$ cat src/rtl/stop_seq_pkg.sv
package stop_seq_pkg;

  typedef enum logic [1:0] {
    S_IDLE  = 2'd0,
    S_GNT   = 2'd1,
    S_DRAIN = 2'd2,
    S_FIRE  = 2'd3
  } seqState_t;

  typedef struct packed {
    logic fire;     // apply the partial reset this cycle
    logic holdReq;  // keep the bus request up until grant
    logic pending;  // stop accepted, not yet applied
  } ctlStrb_t;

endpackage

$ cat src/rtl/stop_seq_ctl.sv
module stop_seq_ctl
  import stop_seq_pkg::*;
#(
  parameter int CNT_W = 4
) (
  input  logic             clk,
  input  logic             rstAny,
  input  logic             qualify,
  input  logic             busReqIn,
  input  logic             busGnt,
  input  logic [CNT_W-1:0] pendCnt,
  output ctlStrb_t         strb
);

  seqState_t state;
  seqState_t stateNxt;
  logic      drained;

  assign drained = (pendCnt == '0);

  always_comb begin
    stateNxt = state;
    case (state)
      S_IDLE: begin
        if (qualify) begin
          stateNxt = busReqIn ? S_GNT : S_DRAIN;
        end
      end
      S_GNT: begin
        if (busGnt) begin
          stateNxt = S_DRAIN;
        end
      end
      S_DRAIN: begin
        if (drained) begin
          stateNxt = S_FIRE;
        end
      end
      S_FIRE: begin
        stateNxt = S_IDLE;
      end
      default: stateNxt = S_IDLE;
    endcase
  end

  always_ff @(posedge clk) begin
    if (rstAny) begin
      state <= S_IDLE;
    end else begin
      state <= stateNxt;
    end
  end

  assign strb.fire    = (state == S_FIRE);
  assign strb.holdReq = (state == S_GNT);
  assign strb.pending = (state == S_GNT) || (state == S_DRAIN);

  // never fire while scheduled transfers remain
  assert_no_fire_busy_R5: assert property (@(posedge clk) disable iff (rstAny)
    (pendCnt != '0) |=> !strb.fire);

  // while waiting for the grant, the next cycle never fires
  assert_no_fire_before_grant_R4: assert property (@(posedge clk) disable iff (rstAny)
    strb.holdReq |=> !strb.fire);

  // the strobe is a single cycle
  assert_single_strobe_R6: assert property (@(posedge clk) disable iff (rstAny)
    strb.fire |=> !strb.fire);

endmodule

$ cat src/rtl/stop_seq_dp.sv
module stop_seq_dp
  import stop_seq_pkg::*;
#(
  parameter int ADDR_W    = 4,
  parameter int DATA_W    = 16,
  parameter int NUM_GRP   = 3,
  parameter int CTL_ADDR  = 0,
  parameter int SUSP_ADDR = 5,
  parameter int STOP_BIT  = 2,
  parameter int SUSP_BIT  = 0
) (
  input  logic              clk,
  input  logic              porIn,
  input  logic              hwRstIn,
  input  logic              regWrEn,
  input  logic [ADDR_W-1:0] regWrAddr,
  input  logic [DATA_W-1:0] regWrData,
  input  logic              busReqIn,
  input  ctlStrb_t          strb,
  output logic              rstAny,
  output logic              qualify,
  output logic              busReqOut,
  output logic [NUM_GRP-1:0] grpRst,
  output logic              seqRestart,
  output logic              stopPending,
  output logic              stopBitOut,
  output logic              suspendOut,
  output logic              hwRstOut,
  output logic              porClrOut,
  output logic              eepromLoad
);

  localparam logic [ADDR_W-1:0] CTL_A  = ADDR_W'(CTL_ADDR);
  localparam logic [ADDR_W-1:0] SUSP_A = ADDR_W'(SUSP_ADDR);

  logic stopBitQ;
  logic suspQ;
  logic rstQ;
  logic hwRstQ;
  logic porClrQ;
  logic eeLoadQ;
  logic ctlWr;
  logic suspWr;

  assign rstAny = porIn | hwRstIn;
  assign ctlWr  = regWrEn && (regWrAddr == CTL_A);
  assign suspWr = regWrEn && (regWrAddr == SUSP_A);

  // a stop starts only on a 0-to-1 change of the stop bit
  assign qualify = ctlWr && regWrData[STOP_BIT] && !stopBitQ && !strb.pending;

  always_ff @(posedge clk) begin
    if (rstAny) begin
      stopBitQ <= 1'b1;
      suspQ    <= 1'b0;
    end else begin
      if (ctlWr) begin
        stopBitQ <= regWrData[STOP_BIT];
      end
      if (suspWr) begin
        suspQ <= regWrData[SUSP_BIT];
      end
    end
  end

  // reset forwarding and the post-reset EEPROM load
  always_ff @(posedge clk) begin
    rstQ    <= rstAny;
    hwRstQ  <= rstAny;
    porClrQ <= porIn;
    eeLoadQ <= rstQ & ~rstAny;
  end

  genvar g;
  generate
    for (g = 0; g < NUM_GRP; g++) begin : gen_grp
      assign grpRst[g] = strb.fire;
    end
  endgenerate

  assign seqRestart  = strb.fire;
  assign busReqOut   = busReqIn | strb.holdReq;
  assign stopPending = strb.pending;
  assign stopBitOut  = stopBitQ;
  assign suspendOut  = suspQ;
  assign hwRstOut    = hwRstQ;
  assign porClrOut   = porClrQ;
  assign eepromLoad  = eeLoadQ;

  // a qualifying write makes the stop pending on the next cycle
  assert_qualify_R2: assert property (@(posedge clk) disable iff (rstAny)
    qualify |=> stopPending);

  // writing 1 over a 1 with nothing pending starts nothing
  assert_ignore_set_R3: assert property (@(posedge clk) disable iff (rstAny)
    (ctlWr && regWrData[STOP_BIT] && stopBitQ && !stopPending) |=> !stopPending);

  // a stop reset never coincides with an EEPROM load
  assert_no_ee_on_stop_R8: assert property (@(posedge clk) disable iff (rstAny)
    seqRestart |-> !eepromLoad);

  // a reset clears any pending stop by the next cycle
  assert_cancel_R10: assert property (@(posedge clk)
    rstAny |=> (!stopPending && !seqRestart));

  // a stop reset leaves the suspend bit alone
  assert_susp_kept_R11: assert property (@(posedge clk) disable iff (rstAny)
    (seqRestart && !suspWr) |=> $stable(suspendOut));

endmodule

$ cat src/rtl/stop_reset_seq.sv
module stop_reset_seq
  import stop_seq_pkg::*;
#(
  parameter int ADDR_W  = 4,
  parameter int DATA_W  = 16,
  parameter int CNT_W   = 4,
  parameter int NUM_GRP = 3
) (
  input  logic               clk,
  input  logic               porIn,
  input  logic               hwRstIn,
  input  logic               regWrEn,
  input  logic [ADDR_W-1:0]  regWrAddr,
  input  logic [DATA_W-1:0]  regWrData,
  input  logic               busReqIn,
  input  logic               busGnt,
  input  logic [CNT_W-1:0]   pendCnt,
  output logic               busReqOut,
  output logic [NUM_GRP-1:0] grpRst,
  output logic               seqRestart,
  output logic               stopPending,
  output logic               stopBitOut,
  output logic               suspendOut,
  output logic               hwRstOut,
  output logic               porClrOut,
  output logic               eepromLoad
);

  ctlStrb_t strb;
  logic     rstAny;
  logic     qualify;

  stop_seq_ctl #(
    .CNT_W (CNT_W)
  ) ctl_i (
    .clk      (clk),
    .rstAny   (rstAny),
    .qualify  (qualify),
    .busReqIn (busReqIn),
    .busGnt   (busGnt),
    .pendCnt  (pendCnt),
    .strb     (strb)
  );

  stop_seq_dp #(
    .ADDR_W  (ADDR_W),
    .DATA_W  (DATA_W),
    .NUM_GRP (NUM_GRP)
  ) dp_i (
    .clk         (clk),
    .porIn       (porIn),
    .hwRstIn     (hwRstIn),
    .regWrEn     (regWrEn),
    .regWrAddr   (regWrAddr),
    .regWrData   (regWrData),
    .busReqIn    (busReqIn),
    .strb        (strb),
    .rstAny      (rstAny),
    .qualify     (qualify),
    .busReqOut   (busReqOut),
    .grpRst      (grpRst),
    .seqRestart  (seqRestart),
    .stopPending (stopPending),
    .stopBitOut  (stopBitOut),
    .suspendOut  (suspendOut),
    .hwRstOut    (hwRstOut),
    .porClrOut   (porClrOut),
    .eepromLoad  (eepromLoad)
  );

  // the request held by the controller shows up at the port
  assert_req_held_R4: assert property (@(posedge clk) disable iff (rstAny)
    strb.holdReq |-> busReqOut);

endmodule

$ cat config.mk
export PLATFORM = sky130hd
export DESIGN_NAME = stop_reset_seq
export DESIGN_NICKNAME = d
export VERILOG_FILES = /design/src/rtl/stop_seq_pkg.sv /design/src/rtl/stop_seq_ctl.sv /design/src/rtl/stop_seq_dp.sv /design/src/rtl/stop_reset_seq.sv
export SDC_FILE = /design/constraint.sdc
export NUM_CORES = 1
export LEC_CHECK = 0
export CORE_MARGIN = 4
export CORE_UTILIZATION = 27
export CTS_CLUSTER_DIAMETER = 150
export CTS_CLUSTER_SIZE = 40
export DETAILED_ROUTE_END_ITERATION = 8
export PLACE_DENSITY = 0.78
export SETUP_SLACK_MARGIN = 0.3
export SLEW_MARGIN = 20
export SYNTH_ARGS = -nofsm -noshare
export SYNTH_HDL_FRONTEND = slang
export SYNTH_SLANG_ARGS = --single-unit
$ cat constraint.sdc
create_clock -name clk -period 1.9 [get_ports clk]
set_input_delay 0.19 -clock clk [delete_from_list [all_inputs] [get_ports clk]]
set_output_delay 0.19 -clock clk [all_outputs]
set_load 0.02 [all_outputs]
== Yosys cells after proc, flatten, opt, wreduce, memory -nomap -nowiden ==
Index checks and enable logic that the tools add are counted.

* Reductions and logical operators: 12
* Equal/unequal tests: 7
* Multiplexer cells: 5
* Bitwise gates (word level): 4

{| class="wikitable"
|+ Operator list
! kind !! count
|-
| $logic_not A4 Y1 || 2
|-
| $mux W2 || 4
|-
| $pmux W2 S4 || 1
|-
| $logic_and A1 B1 Y1 || 5
|-
| $eq A2 B2 Y1 const B || 2
|-
| $eq A4 B3 Y1 const B || 1
|-
| $ne A2 B1 Y1 const B || 2
|-
| $reduce_and A3 Y1 || 1
|-
| $eq A2 B1 Y1 const B || 1
|-
| $logic_not A1 Y1 || 2
|-
| $logic_not A2 Y1 || 1
|-
| $ne A2 B2 Y1 const B || 1
|-
| $or A1 B1 Y1 || 2
|-
| $and A1 B1 Y1 || 1
|-
| $logic_or A1 B1 Y1 || 1
|-
| $not A1 Y1 || 1
|}

* Word-level logic and storage cells: 34
* Register bits: 7
* Output and inout bits: 11
* Bits of input ports: 30

== Logic depth before layout (Yosys ltp) ==
Gate-level depths: netlist of the first run.

* Word-level depth: 7
* Gate-level depth with buffers: 6
* Gate-level depth less buffers: 6

== Hierarchy ==
Synthesis of the first run repeated with hierarchy kept, for this count alone.

* Cells, all modules: 45
* Area, all modules: 415.4 um2

{| class="wikitable"
|+ By module, submodules not included
! module !! cells each !! area each (um2) !! instances !! sequential area each (um2)
|-
| stop_seq_dp || 26 || 235.2 || 1 || 100.1
|-
| stop_seq_ctl || 19 || 180.2 || 1 || 40.0
|}

== Worst setup path after synthesis of the first run ==
No wires, ideal clock.

* Path type: register to register
* Start: register ctl_i.state[0]
* End: register ctl_i.state[0]
* Path buffers: 0
* Period minus slack after synthesis: 1,733 ps
* Setup time: 120 ps
* Cell stages (with the launch flop): 7
* Arrival time: 1,614 ps
* Slack: 167 ps
* Required time: 1,780 ps
* Cell sequence: dfxtp_1 > inv_1 > ha_1 > nor3b_1 > nand3_1 > a221o_1 > mux2i_1

* Word-level cells in the longest chain between the ends: 6
* Elaborated cells between the ends (all ways): 12
* Classes of those cells: eq/ne (6); mux (1); reduce/logical (5)

{| class="wikitable"
|+ Ends and longest elaborated chain
! what !! line !! RTL
|-
| start, declared || stop_seq_ctl.sv:15 || <nowiki>seqState_t state;</nowiki>
|-
| start signal, assigned || stop_seq_ctl.sv:50 || <nowiki>state <= stateNxt;</nowiki>
|-
| $eq A2 B1 Y1 or $eq A2 B2 Y1 (tied branches) || stop_seq_ctl.sv:56 || <nowiki>assign strb.pending = (state == S_GNT) || (state == S_DRAIN);</nowiki>
|-
| $logic_or A1 B1 Y1 (*) || stop_seq_ctl.sv:56 ||
|-
| named net stopPending || stop_reset_seq.sv:21 || <nowiki>output logic stopPending,</nowiki>
|-
| $logic_not A1 Y1 (*) || stop_seq_dp.sv:50 || <nowiki>assign qualify = ctlWr && regWrData[STOP_BIT] && !stopBitQ && !strb.pending;</nowiki>
|-
| $logic_and A1 B1 Y1 (*) || stop_seq_dp.sv:50 ||
|-
| $ne A2 B1 Y1 (no source line) (*) || n/a ||
|-
| $reduce_and A3 Y1 (no source line) (*) || n/a ||
|}

The timed path passes the listed nets; every way through them passes the cells marked *.
A chain may end at the register's enable or synchronous reset.

== Worst setup path after layout of the first run ==
* Start: register ctl_i.state[0]
* End: register ctl_i.state[0]

* Word-level cells in the longest chain between the ends: 6
* Elaborated cells between the ends (all ways): 12
* Classes of those cells: eq/ne (6); mux (1); reduce/logical (5)

{| class="wikitable"
|+ Ends and longest elaborated chain
! what !! line
|-
| $eq A2 B1 Y1 or $eq A2 B2 Y1 (tied branches) || stop_seq_ctl.sv:23, stop_seq_ctl.sv:56
|-
| $logic_or A1 B1 Y1 || stop_seq_ctl.sv:56
|-
| $logic_not A1 Y1 || stop_seq_dp.sv:50
|-
| $logic_and A1 B1 Y1 || stop_seq_dp.sv:50
|-
| $ne A2 B1 Y1 (no source line) || n/a
|-
| $reduce_and A3 Y1 (no source line) || n/a
|}

Parallel ways exist; a longest one is shown, timed or not.

==> flow_summary.rst, run 1 <==
.. list-table::
   :header-rows: 1

   * - Metric
     - Value
   * - Status
     - finished clean
   * - Routability congestion estimate from global placement
     - 0.6337
   * - Worst VDD drop
     - 0.4280 mV
   * - Clock buffer count from CTS
     - 3
   * - Synthesized area per cell
     - 9.128 µm²
   * - Commonest cells after routing, fill and taps aside
     - clkdlybuf4s50_1 (20), nand2_1 (6), dfxtp_1 (5), dlygate4sd2_1 (5)
   * - Required arrival time at the worst endpoint
     - 2.04 ns
   * - Final hold viol count
     - 0
   * - End-of-flow core utilization
     - 0.5236
   * - Remaining max-slew budget at the tightest pin
     - 0.7388
   * - Largest net degree at the start of global routing
     - 8
   * - Root Buffer Master
     - clkbuf_4
   * - DIE HEIGHT
     - 46.57 µm
   * - Max Fanout on Critical Path
     - 4
   * - Minimum setup slack among reg-to-reg paths
     - 0.38 ns
   * - Fraction of final layout cells sized beyond drive strength 1
     - 0.2083
   * - Leakage power total
     - 0.3261 nW
   * - Vias in the first global route
     - 391
   * - Count of routing violations after the opening detailed-route iteration
     - 1
   * - Synth unique cells
     - 16
   * - Unrepaired setup endpoints after global routing
     - false
   * - Syn nets
     - 79
   * - Worst setup slack after placement
     - 0.1918 ns
   * - Effective utilization at floorplan
     - 0.2975
   * - Worst setup slack after layout
     - 0.3817 ns
   * - Fill cell total of the finished layout
     - 132
   * - Number of storage elements in the synthesis netlist
     - 7
   * - Clock tree buffer depth
     - 2
   * - Crit Path Class
     - flop to flop
   * - Global-route total usage across every layer
     - 0.09960
   * - Area overhead of the layout relative to synthesis
     - 76.01%
   * - Largest clock skew in the final design
     - 0.004187 ns
   * - Level count of the clock H-tree
     - 1
   * - Commonest non-fill, non-tap cell in the layout
     - clkdlybuf4s50_1
   * - Number of cells traversed by the worst register-to-register path
     - 6
   * - Hold-critical path depth
     - 1
   * - Post-detailed-route wirelength per cell
     - 10.72 µm
   * - Mapped Cells
     - 44
   * - Antenna Diode Count
     - 0
   * - Number of rows created at floorplan
     - 13
   * - Final ANT Viol Nets
     - 0
   * - Global-route congestion overflow total
     - 0
   * - Detailed-placement wirelength estimate
     - 783.1 µm
   * - Maxcap violations
     - 0
   * - First-pass GRT wire length
     - 1435 µm
   * - Final TNS setup
     - 0 ns
   * - Fin crit period
     - 1.518 ns
   * - Die width
     - 46.57 µm
   * - Warnings from Yosys
     - 0
   * - Worst flop-to-flop path startpoint
     - ctl_i.state[0]$_SDFFE_PP0P_
   * - Number of buffers added on ports
     - 26
   * - Pins Over Slew Limit
     - 0
   * - Top Ports
     - 41
   * - Final Cycle Share
     - 0.7991
   * - Final-stage net count
     - 108
   * - Core box area
     - 1350 µm²
   * - Worst hold-check path type
     - primary input to flop
   * - Count of final setup violators
     - 0
   * - Hold wc startpoint
     - porIn
   * - Number of vias after detailed routing
     - 405
   * - Clock latency at the later pin of the worst-skew pair
     - 0.25 ns
   * - Combined area of all synthesized cells
     - 401.6 µm²
   * - Critical R2R Capture
     - ctl_i.state[0]$_SDFFE_PP0P_
   * - Seq/Total Area, Yosys
     - 0.3489
   * - Type of origin of the critical path
     - flop
   * - Number of detailed-route iterations in the first pass
     - 4
   * - Hold worst-path end
     - dp_i.porClrOut$_DFF_P_
   * - Pwr Density
     - 482.4 nW/µm²
   * - DRC viols
     - 0
   * - Clock transition at the register clock pins on the worst setup and hold paths after CTS
     - 0.06 ns
   * - Vias/cell
     - 4.655
   * - TritonCTS Sinks
     - 7
   * - Routed wire length
     - 933 µm
   * - Clock tree from TritonCTS
     - yes
   * - Highest attainable clock frequency
     - 658.6 MHz
   * - Endpoint type of the worst setup path
     - flop
   * - Area of the die
     - 2169 µm²
   * - Antenna violations before repair
     - 0
   * - Slew at the pin closest to its max-slew limit
     - 0.3903 ns
   * - Arrival time at the worst endpoint
     - 1.65 ns
through the flow:
stage                     cell area, µm²  instances  total power [mW]  hold WS [ns]
after floorplan                    414.1         44            0.1716        0.2177
after global placement             670.6         82            0.2137        0.4329
after detailed placement           670.6         82            0.2151        0.4555
after CTS                          705.7         87            0.3499        0.4031
after global routing               706.9         87            0.3610        0.4029
final                              706.9         87            0.3410        0.4090
worst max-delay path by stage:
stage                                   to                   startpoint  slack [ns]
2_1_floorplan  ctl_i.state[0]$_SDFFE_PP0P_  ctl_i.state[0]$_SDFFE_PP0P_        0.33
3_3_place_gp   ctl_i.state[1]$_SDFFE_PP0P_                   pendCnt[1]        0.20
3_5_place_dp   ctl_i.state[1]$_SDFFE_PP0P_                   pendCnt[1]        0.19
4_1_cts                          busReqOut  ctl_i.state[1]$_SDFFE_PP0P_        0.26
5_1_grt        ctl_i.state[0]$_SDFFE_PP0P_  ctl_i.state[0]$_SDFFE_PP0P_        0.30
6_report       ctl_i.state[0]$_SDFFE_PP0P_  ctl_i.state[0]$_SDFFE_PP0P_        0.38
per-layer routing:
metal,wire (µm),track usage
met5,0,0
met4,0,0.03409
met3,153,0.08594
met2,469,0.1758
met1,310,0.07834
state kept, by name (all words and copies together) (netlist names):
| name | cells |
|---|---|
| ctl_i.state | 2 |
| dp_i.eepromLoad | 1 |
| dp_i.porClrOut | 1 |
| dp_i.rstQ | 1 |
| dp_i.stopBitOut | 1 |
| dp_i.suspendOut | 1 |
what timing repair did:
item | 4_1_cts | 5_1_grt
pin swaps | 1 | 1
hold endpoints to repair | 0 | 0
buffers inserted | 1 | 0
resized for setup | 11 | 4
hold buffers | 0 | 0
endpoints found under the setup margin | 8 | 3
cells by family (layout without fill, tap and decap cells):
group,count (synthesis),count (layout),synth area share
DFF,7,7,0.3489
buffers and inverters,7,35,0.09344
and+or+nand+nor,19,19,0.2493
adders and majority gates,5,5,0.1558
muxes,5,5,0.1277
AOI/OAI and AO/OA,1,1,0.02492
worst max-delay path: stages, from the launching register on:
cell     delay [ns]
dfxtp_4        0.36
inv_2          0.05
ha_4           0.24
nor3b_2        0.14
nand3_1        0.11
a221o_1        0.38
mux2i_1        0.13
cell usage after synthesis:
cell	number	area share
dfxtp_1	7	0.35
nand2_1	6	0.056
ha_1	5	0.16
inv_1	4	0.037
mux2i_1	4	0.10
nand3_1	4	0.050
buf_4	3	0.056
nor2_1	3	0.028
a221o_1	1	0.025
and2_1	1	0.016
mux2_2	1	0.028
nor2b_1	1	0.016
nor3b_1	1	0.019
nor3b_2	1	0.031
or2_2	1	0.016
or4_1	1	0.019
area by class of cell:
type / instances / area (µm²) / share of cell area
Sequential cell: 7 / 147.6 / 0.2089
Multi-Input combinational cell: 30 / 241.5 / 0.3416
Clock buffer: 3 / 22.52 / 0.03186
Clock inverter: 1 / 5.005 / 0.007080
Timing Repair Buffer: 27 / 256.5 / 0.3628
Inverter: 4 / 15.01 / 0.02124
Tap cell: 15 / 18.77 / 0.02655
power breakdown:
| group | switching [mW] | internal [mW] |
|---|---|---|
| registers | 0.00123 | 0.148 |
| logic | 0.0196 | 0.0391 |
| clock network | 0.0564 | 0.0769 |
Note: power is estimated with default switching activity, not from simulation.
==> run 2: changes to the inputs <==
CORE_UTILIZATION = 25   (was 27)
PLACE_DENSITY = 0.76   (was 0.78)
clock period = 1.35 ns   (was 1.9 ns; I/O delays follow)
==> run 2 against run 1 <==
Against the previous run: the run now ends with setup timing left; die area grew 6.6%; combinational power increased by 48%; critical path type unchanged; sequential power up 44%; via count up 9.1%; maximum frequency is 0.18% higher; critical path depth unchanged; power is 42% higher; cell count rose by 13%; design area grew 13%; largest power group unchanged; first-iteration DRC count increased to 4.0 times the previous value; clock skew down 0.0039 ns; highest routed layer is now met4.
==> flow_summary.rst, run 2 (same netlist as run 1, synthesis figures left out) <==
.. list-table::
   :header-rows: 1

   * - Metric
     - Value
   * - Largest clock skew in the final design
     - 0.0002816 ns (was 0.004187 ns)
   * - Post-detailed-route wirelength per cell
     - 11.70 µm (was 10.72 µm)
   * - Final std cells w/o fill
     - 98 (was 87)
   * - Clock transition at the register clock pins on the worst setup and hold paths after CTS
     - 0.05 ns (was 0.06 ns)
   * - Vias/cell
     - 4.510 (was 4.655)
   * - Number of vias after detailed routing
     - 442 (was 405)
   * - Cell area reported after detailed placement
     - 724.4 µm² (was 670.6 µm²)
   * - Post-cts hold buffer count
     - 0 (unchanged)
   * - Highest attainable clock frequency
     - 659.8 MHz (was 658.6 MHz)
   * - Commonest non-fill, non-tap cell in the layout
     - clkdlybuf4s50_1 (unchanged)
   * - Type of origin of the critical path
     - flop (unchanged)
   * - Pins Over Slew Limit
     - 0 (unchanged)
   * - DIE HEIGHT
     - 48.08 µm (was 46.57 µm)
   * - Count of final setup violators
     - 3 (was 0)
   * - Number of buffers added on ports
     - 26 (unchanged)
   * - Max reg flops
     - 2 (unchanged)
   * - Detailed-placement wirelength estimate
     - 869.2 µm (was 783.1 µm)
   * - Worst VDD drop
     - 0.8030 mV (was 0.4280 mV)
   * - Smallest hold slack
     - 0.3629 ns (was 0.4090 ns)
   * - Hold worst-path end
     - dp_i.porClrOut$_DFF_P_ (unchanged)
   * - DRC viols
     - 0 (unchanged)
   * - Routability congestion estimate from global placement
     - 0.6280 (was 0.6337)
   * - Required arrival time at the worst endpoint
     - 1.48 ns (was 2.04 ns)
   * - Core box area
     - 1506 µm² (was 1350 µm²)
   * - Worst path top cell family by delay
     - compound AO/OA/AOI/OAI gates (unchanged)
   * - Final TNS setup
     - -0.4069 ns (was 0 ns)
   * - Clock buffer count from CTS
     - 3 (unchanged)
   * - Net switching share of the total power
     - 0.2155 (was 0.2266)
   * - Worst-path cell chain
     - inv_4 > ha_4 > nor3b_2 > nand3_1 > a221o_1 > mux2i_1 (was inv_2 > ha_4 > nor3b_2 > nand3_1 > a221o_1 > mux2i_1)
   * - Vias in the first global route
     - 440 (was 391)
   * - Routed wire length
     - 1147 µm (was 933 µm)
   * - Count of routing violations after the opening detailed-route iteration
     - 4 (was 1)
   * - Failing checks
     - setup timing
   * - Antenna Diode Count
     - 0 (unchanged)
   * - Largest net degree at the start of global routing
     - 8 (unchanged)
   * - Number of detailed-route iterations in the first pass
     - 2 (was 4)
   * - Worst hold-check path type
     - primary input to flop (unchanged)
   * - Endpoint type of the worst setup path
     - flop (unchanged)
   * - Number of cells traversed by the worst register-to-register path
     - 6 (unchanged)
   * - Area used by sequential logic in the layout
     - 142.6 µm² (was 147.6 µm²)
   * - Footprint of the multi-input gates
     - 261.5 µm² (was 241.5 µm²)
   * - Global-route total usage across every layer
     - 0.1149 (was 0.09960)
   * - Clock tree buffer depth
     - 2 (unchanged)
   * - Pwr Density
     - 608.3 nW/µm² (was 482.4 nW/µm²)
   * - Hold-critical path depth
     - 1 (unchanged)
   * - Worst flop-to-flop path startpoint
     - ctl_i.state[1]$_SDFFE_PP0P_ (was ctl_i.state[0]$_SDFFE_PP0P_)
   * - Area of the die
     - 2312 µm² (was 2169 µm²)
   * - Root Buffer Master
     - clkbuf_4 (unchanged)
   * - Level count of the clock H-tree
     - 1 (unchanged)
   * - Final Cycle Share
     - 1.123 (was 0.7991)
   * - Area overhead of the layout relative to synthesis
     - 98.75% (was 76.01%)
   * - Largest register by flop count
     - ctl_i.state (unchanged)
   * - First-pass GRT wire length
     - 1725 µm (was 1435 µm)
   * - Critical path buffer and inverter count
     - 1 (unchanged)
   * - Final ANT Viol Nets
     - 0 (unchanged)
   * - Antenna violations before repair
     - 0 (unchanged)
   * - Int Power
     - 0.3810 mW (was 0.2637 mW)
   * - Fraction of power consumed by combinational cells
     - 0.179 (was 0.172)
   * - Slowest stage cell on the critical path
     - a221o_1 (unchanged)
   * - Clock latency at the later pin of the worst-skew pair
     - 0.24 ns (was 0.25 ns)
   * - Global-route congestion overflow total
     - 0 (unchanged)
   * - Logic depth of the worst setup path including buffers
     - 6 (unchanged)
   * - CP max stage delay
     - 0.38 ns (about the same)
   * - Net Switching
     - 0.1046 mW (was 0.07728 mW)
   * - Maxcap violations
     - 0 (unchanged)
   * - Final hold viol count
     - 0 (unchanged)
   * - Remaining max-slew budget at the tightest pin
     - 0.8614 (was 0.7388)
   * - Fill cell total of the finished layout
     - 157 (was 132)
   * - TritonCTS Sinks
     - 7 (unchanged)
   * - Sequential share of power
     - 0.440 (was 0.437)
   * - Slew at the pin closest to its max-slew limit
     - 0.2088 ns (was 0.3903 ns)
   * - Final-stage net count
     - 118 (was 108)
   * - Fin crit period
     - 1.516 ns (was 1.518 ns)
   * - Top Ports
     - 41 (unchanged)
   * - Commonest cells after routing, fill and taps aside
     - clkdlybuf4s50_1 (12), buf_4 (11), nand2_1 (6), buf_6 (6), dfxtp_1 (5) (was clkdlybuf4s50_1 (20), nand2_1 (6), dfxtp_1 (5), dlygate4sd2_1 (5))
   * - Placed cell count
     - 89 (was 82)
   * - Layout Cell Area excl Fill
     - 798.3 µm² (was 706.9 µm²)
   * - Proportion of power drawn by the clock network
     - 0.381 (was 0.391)
   * - Critical R2R Capture
     - ctl_i.state[1]$_SDFFE_PP0P_ (was ctl_i.state[0]$_SDFFE_PP0P_)
   * - Fraction of final layout cells sized beyond drive strength 1
     - 0.4146 (was 0.2083)
   * - Worst setup slack after layout
     - -0.1656 ns (was 0.3817 ns)
   * - Crit Path Class
     - flop to flop (unchanged)
   * - Effective utilization at floorplan
     - 0.2666 (was 0.2975)
   * - Arrival time at the worst endpoint
     - 1.64 ns (was 1.65 ns)
   * - Hold wc startpoint
     - porIn (unchanged)
   * - Number of rows created at floorplan
     - 14 (was 13)
   * - Clock tree from TritonCTS
     - yes (unchanged)
   * - Unrepaired setup endpoints after global routing
     - true (was false)
   * - Die width
     - 48.08 µm (was 46.57 µm)
   * - Minimum setup slack among reg-to-reg paths
     - -0.17 ns (was 0.38 ns)
   * - Status
     - complete, but fails checks (was finished clean)
   * - Overall Power
     - 0.4856 mW (was 0.3410 mW)
   * - Leakage power total
     - 0.3675 nW (was 0.3261 nW)
   * - Max Fanout on Critical Path
     - 3 (was 4)
## run 2: stage by stage
stage / utilization / worst slack, ns
floorplan: - / -0.1273
global placement: 0.4809 / -0.2873
detailed placement: 0.4809 / -0.3190
CTS: 0.5166 / -0.1776
global route: 0.5299 / -0.2142
finish: 0.5299 / -0.1656
## run 2: what timing repair did
action                                  4_1_cts  5_1_grt
pin swaps                                     2        1
endpoints found under the setup margin       14       12
resized for setup                            48        9
setup buffers                                 2        3
hold endpoints to repair                      0        0
## run 2: power by group through the flow
stage | combinational [mW] | clock [mW] | sequential, mW
floorplan | 0.0172 | 0 | 0.225
global placement | 0.0894 | 0 | 0.218
detailed placement | 0.0908 | 0 | 0.218
CTS | 0.0842 | 0.194 | 0.214
global route | 0.0921 | 0.210 | 0.214
finish | 0.0868 | 0.185 | 0.214
## run 2: final cells by class
| type | count | share of cell area |
|---|---|---|
| clock buffer | 4 | 0.03292 |
| multi-input combinational | 30 | 0.3276 |
| sequential | 7 | 0.1787 |
| timing repair buffer | 37 | 0.4138 |
| inverter | 4 | 0.02194 |
| tap | 16 | 0.02508 |
## run 2: worst max-delay path by stage
stage                                     start                           to  slack, ns
detailed placement                   pendCnt[1]  ctl_i.state[0]$_SDFFE_PP0P_      -0.32
finish              ctl_i.state[1]$_SDFFE_PP0P_  ctl_i.state[1]$_SDFFE_PP0P_      -0.17
global placement                     pendCnt[1]  ctl_i.state[0]$_SDFFE_PP0P_      -0.29
floorplan           ctl_i.state[1]$_SDFFE_PP0P_  ctl_i.state[0]$_SDFFE_PP0P_      -0.13
global route        ctl_i.state[0]$_SDFFE_PP0P_  ctl_i.state[0]$_SDFFE_PP0P_      -0.21
CTS                 ctl_i.state[0]$_SDFFE_PP0P_  ctl_i.state[1]$_SDFFE_PP0P_      -0.18
## run 2: per-layer routing
layer / up-vias / track usage / wire, µm
met5: - / 0 / 0
li1: 218 / - / -
met2: 20 / 0.2269 / 621
met4: 0 / 0.04839 / 7
met1: 202 / 0.08186 / 379
met3: 2 / 0.07519 / 138
## run 2: worst reg2reg max path: cells and delay by family, from the launching register on
family                     cells  cell delay (ns)
AOI/OAI and AO/OA              1             0.38
DFF                            1             0.35
and+or+nand+nor                2             0.24
adders and majority gates      1             0.24
muxes                          1             0.14
buffers and inverters          1             0.05
